==> config.mk <==
export PLATFORM = sky130hd
export DESIGN_NAME = smi_entry_unit
export DESIGN_NICKNAME = d
export VERILOG_FILES = /design/src/rtl/smi_pkg.sv /design/src/rtl/smi_sync.sv /design/src/rtl/smi_edge.sv /design/src/rtl/smi_ctrl.sv /design/src/rtl/smi_entry_unit.sv
export SDC_FILE = /design/constraint.sdc
export NUM_CORES = 1
export LEC_CHECK = 0
export ABC_AREA = 1
export BUFFER_PORTS_ARGS = -buffer_cell sky130_fd_sc_hd__buf_2
export CORE_MARGIN = 2
export CORE_UTILIZATION = 42
export CTS_CLUSTER_SIZE = 16
export DETAILED_ROUTE_END_ITERATION = 10
export GPL_ROUTABILITY_DRIVEN = 0
export PLACE_DENSITY = 0.79
export SYNTH_ARGS = -nofsm -noshare
export SYNTH_HDL_FRONTEND = slang
export SYNTH_SLANG_ARGS = --single-unit
export TNS_END_PERCENT = 10
==> constraint.sdc <==
create_clock -name clk_i -period 1.6 [get_ports clk_i]
set_input_delay 0.08 -clock clk_i [delete_from_list [all_inputs] [get_ports clk_i]]
set_output_delay 0.08 -clock clk_i [all_outputs]
set_load 0.005 [all_outputs]
==> src/rtl/smi_pkg.sv <==
package smi_pkg;
  typedef logic [31:0] addr_t;
  localparam addr_t HANDLER_OFS = 32'h0000_8000;

  function automatic addr_t handler_entry(input addr_t base);
    return base + HANDLER_OFS;
  endfunction
endpackage

==> src/rtl/smi_sync.sv <==
module smi_sync #(
  parameter int STAGES = 2
) (
  input  logic clk_i,
  input  logic rst_ni,
  input  logic d_i,
  output logic q_o
);
  logic [STAGES-1:0] q;

  generate
    if (STAGES == 1) begin : g_one
      always_ff @(posedge clk_i or negedge rst_ni)
        if (!rst_ni) q <= '1;
        else         q <= d_i;
    end else begin : g_chain
      always_ff @(posedge clk_i or negedge rst_ni)
        if (!rst_ni) q <= '1;
        else         q <= {q[STAGES-2:0], d_i};
    end
  endgenerate

  assign q_o = q[STAGES-1];
endmodule

==> src/rtl/smi_edge.sv <==
module smi_edge #(
  parameter int REARM_CLKS = 4
) (
  input  logic clk_i,
  input  logic rst_ni,
  input  logic smi_sync_ni,
  output logic edge_o
);
  localparam int CNT_W = $clog2(REARM_CLKS + 1);
  localparam logic [CNT_W-1:0] CNT_MAX = CNT_W'(REARM_CLKS);

  logic [CNT_W-1:0] hi_cnt;

  // counts consecutive inactive clocks, saturating; reset counts as armed
  always_ff @(posedge clk_i or negedge rst_ni)
    if (!rst_ni)                 hi_cnt <= CNT_MAX;
    else if (!smi_sync_ni)       hi_cnt <= '0;
    else if (hi_cnt != CNT_MAX)  hi_cnt <= hi_cnt + 1'b1;

  assign edge_o = !smi_sync_ni && (hi_cnt == CNT_MAX);

  a_r1_single_edge: assert property (@(posedge clk_i) disable iff (!rst_ni)
    edge_o |=> !edge_o);
  a_r2_low_after_edge: assert property (@(posedge clk_i) disable iff (!rst_ni)
    edge_o && !smi_sync_ni |=> (hi_cnt != CNT_MAX) || !edge_o);
endmodule

==> src/rtl/smi_ctrl.sv <==
module smi_ctrl (
  input  logic clk_i,
  input  logic rst_ni,
  input  logic edge_i,
  input  logic boundary_i,
  input  logic wbuf_empty_i,
  input  logic resume_i,
  input  logic nmi_req_i,
  output logic take_o,
  output logic nmi_take_o,
  output logic smiact_o
);
  logic pend_q, in_smm_q, act_q;

  assign take_o     = boundary_i && pend_q && !in_smm_q;
  assign nmi_take_o = boundary_i && nmi_req_i && !take_o;

  // one-deep slot: a new edge refills it even in the cycle it is consumed
  always_ff @(posedge clk_i or negedge rst_ni)
    if (!rst_ni) pend_q <= 1'b0;
    else         pend_q <= edge_i || (pend_q && !take_o);

  always_ff @(posedge clk_i or negedge rst_ni)
    if (!rst_ni)       in_smm_q <= 1'b0;
    else if (take_o)   in_smm_q <= 1'b1;
    else if (resume_i) in_smm_q <= 1'b0;

  always_ff @(posedge clk_i or negedge rst_ni)
    if (!rst_ni)                        act_q <= 1'b0;
    else if (resume_i)                  act_q <= 1'b0;
    else if (in_smm_q && wbuf_empty_i)  act_q <= 1'b1;

  assign smiact_o = act_q;

  a_r5_masked: assert property (@(posedge clk_i) disable iff (!rst_ni)
    smiact_o |-> !take_o);
  a_r8_act_drained: assert property (@(posedge clk_i) disable iff (!rst_ni)
    $rose(smiact_o) |-> $past(wbuf_empty_i));
  a_r8_act_drop: assert property (@(posedge clk_i) disable iff (!rst_ni)
    resume_i && smiact_o |=> !smiact_o);
  a_r6_pend_kept: assert property (@(posedge clk_i) disable iff (!rst_ni)
    pend_q && !take_o |=> pend_q);
endmodule

==> src/rtl/smi_entry_unit.sv <==
module smi_entry_unit
  import smi_pkg::*;
#(
  parameter int    SYNC_STAGES = 2,
  parameter int    REARM_CLKS  = 4,
  parameter addr_t SMBASE_RST  = 32'h0003_0000
) (
  input  logic        clk_i,
  input  logic        rst_ni,
  input  logic        smi_ni,
  input  logic        boundary_i,
  input  logic        wbuf_empty_i,
  input  logic        resume_i,
  input  logic        nmi_req_i,
  output logic        take_o,
  output logic        nmi_take_o,
  output logic        smiact_o,
  output logic [31:0] entry_addr_o
);
  logic smi_s_n, smi_edge;

  smi_sync #(.STAGES(SYNC_STAGES)) u_sync (
    .clk_i (clk_i),
    .rst_ni(rst_ni),
    .d_i   (smi_ni),
    .q_o   (smi_s_n)
  );

  smi_edge #(.REARM_CLKS(REARM_CLKS)) u_edge (
    .clk_i      (clk_i),
    .rst_ni     (rst_ni),
    .smi_sync_ni(smi_s_n),
    .edge_o     (smi_edge)
  );

  smi_ctrl u_ctrl (
    .clk_i       (clk_i),
    .rst_ni      (rst_ni),
    .edge_i      (smi_edge),
    .boundary_i  (boundary_i),
    .wbuf_empty_i(wbuf_empty_i),
    .resume_i    (resume_i),
    .nmi_req_i   (nmi_req_i),
    .take_o      (take_o),
    .nmi_take_o  (nmi_take_o),
    .smiact_o    (smiact_o)
  );

  assign entry_addr_o = handler_entry(SMBASE_RST);

  a_r3_on_boundary: assert property (@(posedge clk_i) disable iff (!rst_ni)
    take_o |-> boundary_i);
  a_r5_mask_after_take: assert property (@(posedge clk_i) disable iff (!rst_ni)
    take_o && !resume_i |=> !take_o);
endmodule

### Word level (Yosys, flattened, before mapping)

Cells that the tools add are included.

* output and inout port bits: 35
* register bits: 8
* bits of input ports: 7
* logic and storage cells: 28

* reduce and logical (&&, ||, !) cells: 13
* add/sub/neg operators: 1
* equality and inequality tests: 3
* muxes and demuxes: 6

Operators with widths (number)
* logical AND 1 bit: 7
* two-way mux 3 bit: 2
* two-way mux 1 bit: 4
* nonzero test 2 bit: 2
* adder 3 x 1 -> 3 bit, second input constant: 1
* == test 3 bit, second input constant: 1
* logical NOT 1 bit: 3
* != test 3 bit, second input constant: 1
* != test 2 x 1 -> 1 bit, second input constant: 1
* logical OR 1 bit: 1

### Logic depth before layout (Yosys ltp)

Gate-level depths: netlist (run 1).

* depth in word-level cells: 5
* mapped depth: 5
* gate-level depth less buffers: 5

### Modules after synthesis

Synthesis (run 1) repeated with hierarchy kept, for this count alone.

* cells, all modules: 72
* area, all modules: 599.3 sq um

By module, submodules not included
* smi_entry_unit: area an instance 247.7 sq um, instances 1, seq. area each 0.0 sq um, cells an instance 34
* smi_edge: area an instance 165.2 sq um, instances 1, seq. area each 76.3 sq um, cells an instance 19
* smi_ctrl: area an instance 133.9 sq um, instances 1, seq. area each 75.1 sq um, cells an instance 17
* smi_sync: area an instance 52.6 sq um, instances 1, seq. area each 52.6 sq um, cells an instance 2

### Worst setup path before layout (run 1)

Ideal clock, no wire load.

* path kind: reg2reg
* start: register u_edge.hi_cnt[0]
* end: register u_edge.hi_cnt[0]
* required time: 1482 ps
* library setup time: 118 ps
* path buffers: 0
* clock period less this slack: 946 ps
* setup slack: 654 ps
* arrival: 828 ps
* cell stages (with the launch flop): 6
* path through: dfrtp_1 inv_1 ha_1 nand2_1 nand3_1 nand2_1

* longest elaborated chain between the ends: 3
* elaborated cells on any way between the ends: 5

RTL lines
* start, declared: RTL line smi_edge.sv:12 `logic [CNT_W-1:0] hi_cnt;`
* start signal, assigned: RTL line smi_edge.sv:18 `else if (hi_cnt != CNT_MAX) hi_cnt <= hi_cnt + 1'b1;`
* adder 3 x 1 -> 3 bit: RTL line smi_edge.sv:18
* two-way mux 3 bit: RTL line smi_edge.sv:18
* two-way mux 3 bit: RTL line smi_edge.sv:17 `else if (!smi_sync_ni) hi_cnt <= '0;`

Several ways; a longest one is shown, not always the timed one. The select of a mux whose other input is x is not followed.
A chain may end at the register's enable or synchronous reset.

### Worst setup path after layout (run 1)

Ends and elaborated chain as after synthesis.

==> results of run 1 <==
==> cells in the mapped netlist <==
cell                        n
sky130_fd_sc_hd__nand4_1    2
sky130_fd_sc_hd__nor2_1     3
sky130_fd_sc_hd__ha_1       2
sky130_fd_sc_hd__dfstp_2    3
sky130_fd_sc_hd__inv_1      4
sky130_fd_sc_hd__o21ai_1    1
sky130_fd_sc_hd__o21ai_0    2
sky130_fd_sc_hd__conb_1     2
sky130_fd_sc_hd__nand3b_1   1
sky130_fd_sc_hd__nor2_2     1
sky130_fd_sc_hd__nand2_1   10
sky130_fd_sc_hd__dfrtp_1    5
sky130_fd_sc_hd__nand3_1    3
sky130_fd_sc_hd__buf_4     32
==> flip-flops by register name, indices dropped and copies added, names as in the netlist <==
| name | flops |
|---|---|
| u_ctrl.in_smm_q | 1 |
| u_sync.q | 2 |
| u_ctrl.pend_q | 1 |
| u_edge.hi_cnt | 3 |
| u_ctrl.smiact_o | 1 |
==> final timing paths <==
kind | from | to | slack [ps] | cells past startpoint
setup reg to reg | u_edge.hi_cnt[0]$_DFFE_PN0P_ | u_edge.hi_cnt[0]$_DFFE_PN0P_ | 540 | 5
setup / recovery | u_edge.hi_cnt[0]$_DFFE_PN0P_ | u_edge.hi_cnt[0]$_DFFE_PN0P_ | 540 | 5
hold / removal | wbuf_empty_i | u_ctrl.smiact_o$_DFFE_PN0P_ | 90 | 3
max in group asynchronous | rst_ni | u_sync.q[0]$_DFF_PN1_ | 1150 | 2
hold reg to reg | u_sync.q[0]$_DFF_PN1_ | u_sync.q[1]$_DFF_PN1_ | 360 | 0
min in group asynchronous | rst_ni | u_ctrl.in_smm_q$_DFFE_PN0P_ | 210 | 2
==> metal layers <==
metal  up-vias  GRT usage, %
met5         -             0
met4         0          7.74
met3         0          2.61
met2        28          15.9
met1       168          6.79
li1        181             -
==> cell families after synthesis <==
logic type	Yosys count	synth area share, %
simple gates	20	15.1
buf+inv	36	42.8
compound gates	3	2.51
other cells	2	1.26
fa+ha+maj	2	4.19
flops	8	34.2
==> layout make-up <==
| type | instances | area [um^2] | share of cell area [%] |
|---|---|---|---|
| clock buffer | 4 | 26.3 | 4.54 |
| inverter | 4 | 15.0 | 2.59 |
| multi-input combinational | 57 | 250 | 43.2 |
| sequential | 8 | 204 | 35.2 |
| tap | 15 | 18.8 | 3.24 |
| timing repair buffer | 11 | 65.1 | 11.2 |
==> power groups by stage <==
| stage | sequential [mW] | clock (mW) | combinational [mW] |
|---|---|---|---|
| final | 0.237 | 0.161 | 0.0742 |
| after global routing | 0.238 | 0.184 | 0.0863 |
| after CTS | 0.237 | 0.175 | 0.0736 |
| after detailed placement | 0.240 | 0 | 0.0698 |
| after global placement | 0.239 | 0 | 0.0663 |
| after floorplan | 0.237 | 0 | 0.106 |
==> per-stage QoR <==
step / utilization [%] / hold WS, ps / cells
2_1_floorplan: - / -216 / 101
3_3_place_gp: 40.5 / -76.8 / 93
3_5_place_dp: 40.5 / -72.5 / 93
4_1_cts: 44.0 / 77.8 / 99
5_1_grt: 44.0 / 95.7 / 99
6_report: 44.0 / 85.1 / 99
==> tightest hold or removal path: cells and delay by family <==
family | cells | cell delay (ps)
buffers and inverters | 1 | 80
AND/OR/NAND/NOR | 2 | 130
==> summary.txt, run 1 <==
Outcome
  – Outcome: finished clean

Die
  – Die Width: 41.7 um
  – Initial Utilization: 45.3%
  – Total I/O pin count: 42
  – Core Area: 1320 um^2
  – Number of cell rows: 13
  – Die Outline Area: 1740 um^2
  – Chip height: 41.7 um

Synthesis
  – Post-Syn Area per Cell: 8.41 um^2
  – Post-synthesis cell count: 71
  – Area leader, netlist: sky130_fd_sc_hd__buf_4
  – Seq cells post-synth: 8
  – Ranking of synthesized cells by area: sky130_fd_sc_hd__buf_4 (40%), sky130_fd_sc_hd__dfrtp_1 (21%), sky130_fd_sc_hd__dfstp_2 (13%)
  – Sequential area share after synthesis: 34.2%
  – Unique cell type count in the Yosys netlist: 14
  – Synth Cell Area: 597 um^2
  – Synth warn: 0
  – Area share of the leading cell type in the synthesized netlist: 40.3%

Timing
  – Number of pins with negative max-slew slack in the final report: 0
  – Share of the cycle needed by the critical path after routing: 66.6%
  – Final Hold Violating Endpoints: 0
  – Final critical-path required period: 1060 ps
  – Final worst-path setup slack: 535 ps
  – Final setup vio count: 0
  – Unrepaired setup endpoints after global routing: no
  – Max Clk Rate: 939 MHz
  – Total negative slack: 0 ps
  – Largest clock skew in the final design: 9.20 ps

Clocking
  – Hold Buf Count CTS: 2
  – Maximum number of buffers from clock root to sink: 2
  – CTS tree: yes
  – Post-CTS clock slew at the launch and capture registers of the worst setup and hold paths: 60 ps
  – TritonCTS Sinks: 8
  – Inserted Clock Buffers: 3
  – Clock latency on the worst-skew pair: 250 ps
  – CTS-repair resized insts: 0
  – Root buf cell: sky130_fd_sc_hd__clkbuf_4
  – H-tree levels: 1
  – Count of buffers added by post-CTS timing repair for setup: 0

Cells and area
  – Diodes inserted: 0
  – Signed area change from the synthesized netlist to the final layout: -2.93%
  – Count of nets after finishing: 94
  – Commonest non-fill, non-tap cells in the layout: sky130_fd_sc_hd__conb_1 (32), sky130_fd_sc_hd__nand2_1 (10), sky130_fd_sc_hd__buf_2 (9), sky130_fd_sc_hd__dfrtp_1 (5), sky130_fd_sc_hd__inv_1 (4)
  – Fillers: 144
  – Finished Cell Area: 579 um^2
  – Ratio of cells with drive above 1 in the final layout: 19.0%
  – Most common library cell in the layout ignoring fill and taps: sky130_fd_sc_hd__conb_1

Worst setup path
  – Required arrival time at the worst endpoint: 1740 ps
  – Max FO, Critical Path: 5
  – Arrival time worst endpoint: 1210 ps
  – CP max stage cell: sky130_fd_sc_hd__dfrtp_1
  – CP peak stage delay: 390 ps
  – Worst Setup End Kind: flip-flop
  – Delay-heaviest family, CP: flip-flops
  – Crit start category: flip-flop
  – Combined buffer and inverter count along the critical path: 1
  – Crit path cell chain: inv_1, ha_1, nand2_1, nand3_1, nand2_1
  – Critical path class: flip-flop to flip-flop
  – Most common cell type on the critical path: sky130_fd_sc_hd__nand2_1

Power and ir drop
  – Power share of the combinational group: 15.7%
  – Maximum vdd drop: 0.000374 V
  – Power share of the clock group: 34.2%
  – Total internal power: 344 uW
  – Register share of total power: 50.1%
  – Overall power consumption: 472 uW
  – P per Cell Area: 815 nW/um^2
  – Psw: 128 uW
  – Switching Fraction: 27.2%
  – Leakage power summed over all cells: 0.348 nW

Detailed routing
  – DR WL met2: 400 um
  – Routed wire length per instance: 7.45 um
  – Antenna viol nets, final: 0
  – Number of remaining DRC errors: 0
  – Post-detailed-route via-to-cell ratio: 3.81
  – Vias post-DR: 377
  – Count of routing violations after the opening detailed-route iteration: 2
  – Detailed-router iteration count before antenna repair: 2
  – Top routing layer in use: met3
  – Metal-1 WL: 259 um
  – Total Routed Length: 738 um
  – Routed length on met3: 77 um

Place
  – Post-detailed-placement half-perimeter wirelength: 607 um
  – Count of buffers inserted at the top-level ports: 9
  – Setup slack after placement: 543 ps
  – Placed standard-cell area: 533 um^2

GRT
  – Initial antenna violation count: 0
  – Global-route usage over all layers: 8.52%
  – Pin count of the biggest net entering global routing: 9
  – GR Overflow Total: 0
  – Via count of the first global-routing pass: 292
  – Global-route wire length before repair: 1080 um

Run
  – Number of violations of the max-capacitance limit: 0

Worst hold path
  – Path class of the lowest-slack min-delay path: input port to flip-flop
(Power assumes the default switching activity.)
==> run 2: changes to the inputs <==
--- a/config.mk
+++ b/config.mk
@@ -8,11 +8,11 @@
 export ABC_AREA = 1
 export BUFFER_PORTS_ARGS = -buffer_cell sky130_fd_sc_hd__buf_2
 export CORE_MARGIN = 2
-export CORE_UTILIZATION = 42
+export CORE_UTILIZATION = 39
 export CTS_CLUSTER_SIZE = 16
 export DETAILED_ROUTE_END_ITERATION = 10
 export GPL_ROUTABILITY_DRIVEN = 0
-export PLACE_DENSITY = 0.79
+export PLACE_DENSITY = 0.74
 export SYNTH_ARGS = -nofsm -noshare
 export SYNTH_HDL_FRONTEND = slang
 export SYNTH_SLANG_ARGS = --single-unit
==> constraint.sdc (replaced) <==
create_clock -name clk_i -period 1 [get_ports clk_i]
set_input_delay 0.05 -clock clk_i [delete_from_list [all_inputs] [get_ports clk_i]]
set_output_delay 0.05 -clock clk_i [all_outputs]
set_load 0.005 [all_outputs]
==> summary.txt, run 2 (synthesis results as in run 1) <==
Cells and area
  – Ratio of cells with drive above 1 in the final layout: 25.6% (was 19.0%)
  – Count of placed standard cells in the final layout, fillers left out: 102 (was 99)
  – Multi-input gate area: 268 um^2 (was 250 um^2)
  – Regs by FF count: u_edge.hi_cnt (3), u_sync.q (2) (unchanged)
  – Top register by number of flip-flops: u_edge.hi_cnt (unchanged)
  – Count of nets after finishing: 96 (was 94)
  – Fillers: 159 (was 144)
  – Finished Cell Area: 613 um^2 (was 579 um^2)
  – Signed area change from the synthesized netlist to the final layout: 2.73% (was -2.93%)
  – Most common library cell in the layout ignoring fill and taps: sky130_fd_sc_hd__conb_1 (unchanged)
  – Register cell area after layout: 204 um^2 (unchanged)
  – Number of flip-flops in the largest register: 3 (unchanged)
  – Diodes inserted: 0 (unchanged)
  – Core Util, Final: 41.7% (was 44.0%)
  – Commonest non-fill, non-tap cells in the layout: sky130_fd_sc_hd__conb_1 (32), sky130_fd_sc_hd__buf_2 (9), sky130_fd_sc_hd__nand2_1 (8), sky130_fd_sc_hd__dfrtp_1 (5) (was sky130_fd_sc_hd__conb_1 (32), sky130_fd_sc_hd__nand2_1 (10), sky130_fd_sc_hd__buf_2 (9), sky130_fd_sc_hd__dfrtp_1 (5), sky130_fd_sc_hd__inv_1 (4))

Die
  – Total I/O pin count: 42 (unchanged)
  – Die Outline Area: 1860 um^2 (was 1740 um^2)
  – Chip height: 43.1 um (was 41.7 um)
  – Initial Utilization: 40.6% (was 45.3%)
  – Die Width: 43.1 um (was 41.7 um)
  – Core Area: 1470 um^2 (was 1320 um^2)
  – Number of cell rows: 14 (was 13)

Place
  – Setup slack after placement: -57.9 ps (was 543 ps)
  – Count of buffers inserted at the top-level ports: 9 (unchanged)
  – Post-detailed-placement half-perimeter wirelength: 622 um (was 607 um)
  – Placed standard-cell area: 534 um^2 (was 533 um^2)
  – Number of instances in the placed design: 94 (was 93)

Worst setup path
  – CP max stage cell: sky130_fd_sc_hd__dfrtp_1 (unchanged)
  – Worst Setup End Kind: primary output (was flip-flop)
  – CP peak stage delay: 400 ps (was 390 ps)
  – CP Launch Point: u_ctrl.in_smm_q$_DFFE_PN0P_ (was u_edge.hi_cnt[0]$_DFFE_PN0P_)
  – Required arrival time at the worst endpoint: 950 ps (was 1740 ps)
  – Delay-heaviest family, CP: flip-flops (unchanged)
  – Combined buffer and inverter count along the critical path: 1 (unchanged)
  – Critical path class: flip-flop to primary output (was flip-flop to flip-flop)
  – Max FO, Critical Path: 2 (was 5)
  – Crit path cell chain: nor2_2, nor2_1, buf_2 (was inv_1, ha_1, nand2_1, nand3_1, nand2_1)
  – Arrival time worst endpoint: 960 ps (was 1210 ps)
  – FF-to-FF Start: u_edge.hi_cnt[0]$_DFFE_PN0P_ (unchanged)
  – Crit start category: flip-flop (unchanged)

Detailed routing
  – Antenna viol nets, final: 0 (unchanged)
  – Post-detailed-route via-to-cell ratio: 3.74 (was 3.81)
  – Routed wire length per instance: 7.51 um (was 7.45 um)
  – Count of routing violations after the opening detailed-route iteration: 3 (was 2)
  – Detailed-router iteration count before antenna repair: 2 (unchanged)
  – Number of remaining DRC errors: 0 (unchanged)
  – Vias post-DR: 381 (was 377)
  – Total Routed Length: 766 um (was 738 um)

Timing
  – Final worst-path setup slack: -14.6 ps (was 535 ps)
  – Final Hold Violating Endpoints: 0 (unchanged)
  – Number of pins with negative max-slew slack in the final report: 0 (unchanged)
  – Max Clk Rate: 986 MHz
  – Share of the cycle needed by the critical path after routing: 101%
  – Final critical-path required period: 1010 ps
  – Unrepaired setup endpoints after global routing: yes (was no)
  – Total negative slack: -14.6 ps (was 0 ps)
  – Final setup vio count: 1 (was 0)
  – Largest clock skew in the final design: 0.403 ps (was 9.20 ps)

Clocking
  – H-tree levels: 1 (unchanged)
  – Root buf cell: sky130_fd_sc_hd__clkbuf_4 (unchanged)
  – Maximum number of buffers from clock root to sink: 2 (unchanged)
  – Post-CTS clock slew at the launch and capture registers of the worst setup and hold paths: 50 ps (was 60 ps)
  – Inserted Clock Buffers: 3 (unchanged)
  – TritonCTS Sinks: 8 (unchanged)
  – Clock latency on the worst-skew pair: 240 ps (was 250 ps)
  – CTS tree: yes (unchanged)

GRT
  – Pin count of the biggest net entering global routing: 9 (unchanged)
  – Global-route usage over all layers: 9.27% (was 8.52%)
  – GR Overflow Total: 0 (unchanged)
  – Via count of the first global-routing pass: 317 (was 292)
  – Initial antenna violation count: 0 (unchanged)
  – Global-route wire length before repair: 1260 um (was 1080 um)

Outcome
  – Outcome: finished with violations (was finished clean)
  – Violations in the final reports: setup timing

Worst hold path
  – HP Start: wbuf_empty_i (unchanged)
  – Path class of the lowest-slack min-delay path: input port to flip-flop (unchanged)

Run
  – Number of violations of the max-capacitance limit: 0 (unchanged)

Power and ir drop
  – Leakage power summed over all cells: 0.360 nW (was 0.348 nW)
  – P per Cell Area: 1280 nW/um^2 (was 815 nW/um^2)
  – Maximum vdd drop: 0.000763 V (was 0.000374 V)
-- run 2: area by class of cell --
class,instances,share of cell area (%)
timing repair buffer,13,13.1
inverter,4,2.45
sequential,8,33.3
clock buffer,4,4.29
tap,16,3.27
multi-input combinational,57,43.7
-- run 2: stage by stage --
| stage | total power, mW | hold slack, ps |
|---|---|---|
| floorplan | 0.548 | -246 |
| global placement | 0.488 | -108 |
| detailed placement | 0.496 | -105 |
| CTS | 0.787 | 28.9 |
| global route | 0.851 | 39.5 |
| finish | 0.785 | 34.6 |
-- run 2: worst min-delay path, stage by stage --
cell	delay (ps)
sky130_fd_sc_hd__buf_2	70
sky130_fd_sc_hd__nand3_1	60
sky130_fd_sc_hd__nand2_1	60
-- run 2: report_power, final --
part	switching, mW	leakage, nW	internal, mW
clock	0.100	0.0150	0.152
sequential	0.0243	0.0986	0.356
combinational	0.0884	0.246	0.0638
-- run 2: repair_timing --
item | in CTS | in global routing
cloned | 0 | 0
hold endpoints to repair | 9 | 0
setup endpoints to repair | 4 | 3
pin swaps | 0 | 1
buffers inserted | 1 | 1
hold buffers | 2 | 0
gates resized for setup | 4 | 1
-- run 2: routing by layer --
layer	GRT usage (%)	part of all wire, %	vias up
li1	-	-	187
met1	8.73	36	169
met2	17.3	54	25
met3	1.28	9.8	0
met4	7.27	0	0
met5	0	0	-
-- run 2: worst paths after layout --
check	endpoint	depth (start not counted)	slack, ps
worst min-delay path	u_ctrl.smiact_o$_DFFE_PN0P_	3	30
worst min register to register	u_sync.q[1]$_DFF_PN1_	0	360
worst max-delay path	nmi_take_o	3	-10
min in group asynchronous	u_ctrl.in_smm_q$_DFFE_PN0P_	2	170
worst max register to register	u_edge.hi_cnt[0]$_DFFE_PN0P_	5	40
max in group asynchronous	u_sync.q[1]$_DFF_PN1_	2	600
==> run 3: changes to the inputs <==
--- a/config.mk
+++ b/config.mk
@@ -15,5 +15,6 @@
 export PLACE_DENSITY = 0.74
 export SYNTH_ARGS = -nofsm -noshare
 export SYNTH_HDL_FRONTEND = slang
+export SYNTH_HIERARCHICAL = 1
 export SYNTH_SLANG_ARGS = --single-unit
 export TNS_END_PERCENT = 10
==> summary.txt, run 3 <==
Detailed routing
  – Post-detailed-route via-to-cell ratio: 3.62 (was 3.74)
  – DR WL met2: 367 um (was 413 um)
  – Routed length on met3: 63 um (was 75 um)
  – Count of routing violations after the opening detailed-route iteration: 1 (was 3)
  – Routed wire length per instance: 6.89 um (was 7.51 um)
  – Number of remaining DRC errors: 0 (unchanged)
  – Total Routed Length: 703 um (was 766 um)
  – Antenna viol nets, final: 0 (unchanged)
  – Metal-1 WL: 253 um (was 277 um)
  – Vias post-DR: 369 (was 381)
  – Detailed-router iteration count before antenna repair: 2 (unchanged)
  – Top routing layer in use: met4 (was met3)

Worst setup path
  – Delay-heaviest family, CP: flip-flops (unchanged)
  – CP peak stage delay: 380 ps (was 400 ps)
  – FF-to-FF Start: u_edge/hi_cnt[1]$_DFFE_PN0P_ (was u_edge.hi_cnt[0]$_DFFE_PN0P_)
  – R2r setup slk: 40 ps (about the same)
  – Max FO, Critical Path: 2 (unchanged)
  – Arrival time worst endpoint: 940 ps (was 960 ps)
  – Crit start category: flip-flop (unchanged)
  – Critical path class: flip-flop to primary output (unchanged)
  – End of the worst register-to-register path: u_edge/hi_cnt[0]$_DFFE_PN0P_ (was u_edge.hi_cnt[0]$_DFFE_PN0P_)
  – Combined buffer and inverter count along the critical path: 1 (unchanged)
  – Crit path cell chain: nand2_2, nor2_2, nor2_1, buf_2 (was nor2_2, nor2_1, buf_2)
  – Path depth of the worst reg2reg path: 5 (unchanged)
  – CP max stage cell: sky130_fd_sc_hd__dfrtp_1 (unchanged)
  – Required arrival time at the worst endpoint: 950 ps (about the same)
  – Worst Setup End Kind: primary output (unchanged)
  – CP Launch Point: u_ctrl/pend_q$_DFF_PN0_ (was u_ctrl.in_smm_q$_DFFE_PN0P_)

Synthesis
  – Post-synthesis cell count: 72 (was 71)
  – Synth Cell Area: 599 um^2 (was 597 um^2)
  – Unique cell type count in the Yosys netlist: 14 (unchanged)
  – Seq cells post-synth: 8 (unchanged)
  – Synth warn: 6 (was 0)
  – Post-synth EDFFs: 0 (unchanged)
  – Asr flop ratio synth: 100% (unchanged)
  – Most used standard cells in the synthesized netlist: sky130_fd_sc_hd__buf_4 (32), sky130_fd_sc_hd__nand2_1 (9), sky130_fd_sc_hd__dfrtp_1 (5), sky130_fd_sc_hd__inv_1 (5), sky130_fd_sc_hd__nor2_1 (4) (was sky130_fd_sc_hd__buf_4 (32), sky130_fd_sc_hd__nand2_1 (10), sky130_fd_sc_hd__dfrtp_1 (5))
  – Sequential area share after synthesis: 34.0% (was 34.2%)
  – Ranking of synthesized cells by area: sky130_fd_sc_hd__buf_4 (40%), sky130_fd_sc_hd__dfrtp_1 (21%), sky130_fd_sc_hd__dfstp_2 (13%) (unchanged)
  – Leading register cell type out of synthesis: sky130_fd_sc_hd__dfrtp_1 (unchanged)
  – Most repeated cell in the gate-level netlist after synthesis: sky130_fd_sc_hd__buf_4 (unchanged)
  – Area share of the leading cell type in the synthesized netlist: 40.1% (was 40.3%)
  – Post-Syn Area per Cell: 8.32 um^2 (was 8.41 um^2)
  – Area leader, netlist: sky130_fd_sc_hd__buf_4 (unchanged)

Clocking
  – CTS tree: yes (unchanged)
  – H-tree levels: 1 (unchanged)
  – Maximum number of buffers from clock root to sink: 2 (unchanged)
  – Inserted Clock Buffers: 3 (unchanged)
  – Post-CTS clock slew at the launch and capture registers of the worst setup and hold paths: 60 ps (was 50 ps)
  – TritonCTS Sinks: 8 (unchanged)
  – Root buf cell: sky130_fd_sc_hd__clkbuf_4 (unchanged)
  – Clock latency on the worst-skew pair: 260 ps (was 240 ps)

Worst hold path
  – Number of cells traversed by the worst hold path: 3 (unchanged)
  – HP Start: wbuf_empty_i (unchanged)
  – Endpoint of the worst hold path: u_ctrl/smiact_o$_DFFE_PN0P_ (was u_ctrl.smiact_o$_DFFE_PN0P_)
  – Path class of the lowest-slack min-delay path: input port to flip-flop (unchanged)

Timing
  – Unrepaired setup endpoints after global routing: yes (unchanged)
  – Largest clock skew in the final design: 10.6 ps (was 0.403 ps)
  – Final Hold Violating Endpoints: 0 (unchanged)
  – Max Clk Rate: 1010 MHz (was 986 MHz)
  – Hold Worst Slack: 17.5 ps (was 34.6 ps)
  – Number of pins with negative max-slew slack in the final report: 0 (unchanged)
  – Final critical-path required period: 989 ps (was 1010 ps)
  – Share of the cycle needed by the critical path after routing: 98.9% (was 101%)
  – Final setup vio count: 0 (was 1)

Power and ir drop
  – P per Cell Area: 1300 nW/um^2 (was 1280 nW/um^2)
  – Power share of the clock group: 33.4% (was 32.1%)
  – Psw: 218 uW (was 213 uW)
  – Maximum vdd drop: 0.000733 V (was 0.000763 V)
  – Overall power consumption: 785 uW (about the same)
  – Register share of total power: 48.5% (about the same)
  – Total internal power: 567 uW (was 572 uW)
  – Leakage power summed over all cells: 0.356 nW (was 0.360 nW)
  – Switching Fraction: 27.8% (was 27.1%)
  – Power share of the combinational group: 18.2% (was 19.4%)

Cells and area
  – Commonest non-fill, non-tap cells in the layout: sky130_fd_sc_hd__conb_1 (32), sky130_fd_sc_hd__buf_2 (9), sky130_fd_sc_hd__nand2_1 (8), sky130_fd_sc_hd__dfrtp_1 (5), sky130_fd_sc_hd__nor2_1 (4) (was sky130_fd_sc_hd__conb_1 (32), sky130_fd_sc_hd__buf_2 (9), sky130_fd_sc_hd__nand2_1 (8), sky130_fd_sc_hd__dfrtp_1 (5))
  – Top register by number of flip-flops: u_edge/hi_cnt (was u_edge.hi_cnt)
  – Signed area change from the synthesized netlist to the final layout: 1.04% (was 2.73%)
  – Count of nets after finishing: 96 (unchanged)
  – Ratio of cells with drive above 1 in the final layout: 25.6% (unchanged)
  – Regs by FF count: u_edge/hi_cnt (3), u_sync/q (2) (was u_edge.hi_cnt (3), u_sync.q (2))
  – Most common library cell in the layout ignoring fill and taps: sky130_fd_sc_hd__conb_1 (unchanged)
  – Diodes inserted: 0 (unchanged)
  – Number of flip-flops in the largest register: 3 (unchanged)

GRT
  – Pin count of the biggest net entering global routing: 9 (unchanged)
  – Initial antenna violation count: 0 (unchanged)
  – Global-route wire length before repair: 1060 um (was 1260 um)
  – GR Overflow Total: 0 (unchanged)
  – Via count of the first global-routing pass: 281 (was 317)
  – Global-route usage over all layers: 8.33% (was 9.27%)

Die
  – Core Area: 1470 um^2 (unchanged)
  – Die Outline Area: 1870 um^2 (was 1860 um^2)
  – Total I/O pin count: 42 (unchanged)
  – Number of cell rows: 14 (unchanged)
  – Initial Utilization: 40.7% (was 40.6%)
  – Chip height: 43.2 um (was 43.1 um)
  – Die Width: 43.2 um (was 43.1 um)

Run
  – Number of violations of the max-capacitance limit: 0 (unchanged)

Outcome
  – Outcome: finished clean (was finished with violations)

Place
  – Count of buffers inserted at the top-level ports: 9 (unchanged)
  – Post-detailed-placement half-perimeter wirelength: 560 um (was 622 um)
run 3: changes by cell type after synthesis, sizes merged:
| cell | before | now |
|---|---|---|
| nor2 | 4 | 5 |
| inv | 4 | 5 |
| nand3b | 1 | 0 |
run 3: kinds of logic after synthesis:
| logic type | Yosys count | synth area share, % |
|---|---|---|
| other | 2 | 1.25 |
| AOI/OAI and AO/OA | 3 | 2.50 |
| buffers and inverters | 37 | 43.2 |
| and+or+nand+nor | 20 | 14.8 |
| DFF | 8 | 34.0 |
| adders and majority gates | 2 | 4.17 |
run 3: layout make-up:
class | count | area [um^2]
Tap cell | 16 | 20.0
Sequential cell | 8 | 204
Timing Repair Buffer | 12 | 72.6
Multi-Input combinational cell | 57 | 264
Fill cell | 157 | 866
Inverter | 5 | 18.8
Clock buffer | 4 | 26.3
run 3: power groups by stage:
stage	Sequential [mW]	Clock [mW]	Combinational, mW
3_3_place_gp	0.382	0	0.107
6_report	0.380	0.262	0.143
3_5_place_dp	0.383	0	0.112
4_1_cts	0.378	0.277	0.137
5_1_grt	0.386	0.284	0.170
2_1_floorplan	0.379	0	0.170
run 3: worst max-delay path by stage:
stage,end,cells after the start
floorplan,u_ctrl/pend_q$_DFF_PN0_,6
global placement,u_ctrl/pend_q$_DFF_PN0_,6
detailed placement,u_edge/hi_cnt[0]$_DFFE_PN0P_,5
CTS,nmi_take_o,3
global route,nmi_take_o,4
finish,nmi_take_o,4
run 3: worst register-to-register path: cells and delay by family, from the launching register on:
kind                       cells  cell delay, ps
and+or+nand+nor                3             210
adders and majority gates      1             150
buffers and inverters          1              80
DFF                            1             400
run 3: through the flow:
| stage | cell area (um^2) | utilization [%] | instances | TNS [ps] | worst slack (ps) |
|---|---|---|---|---|---|
| 6_report | 606 | 41.2 | 102 | 0 | 10.8 |
| 5_1_grt | 606 | 41.2 | 102 | -111 | -58.5 |
| 4_1_cts | 596 | 40.5 | 101 | -25.9 | -25.9 |
| 3_5_place_dp | 537 | 36.5 | 95 | -112 | -50.3 |
| 3_3_place_gp | 537 | 36.5 | 95 | -2.03 | -2.03 |
| 2_1_floorplan | 712 | - | 102 | 0 | 54.4 |
run 3: layer usage:
layer / GRT usage (%) / vias to the layer above
li1: - / 184
met1: 8.00 / 161
met2: 13.1 / 22
met3: 2.55 / 2
met4: 9.09 / 0
met5: 0 / -
run 3: what timing repair did:
action / in CTS / in global routing
cloned: 0 / 0
hold buffers: 2 / 0
resized for setup: 2 / 3
setup endpoints to repair: 4 / 5
hold endpoints to repair: 9 / 0
pin swaps: 1 / 1
setup buffers: 0 / 1
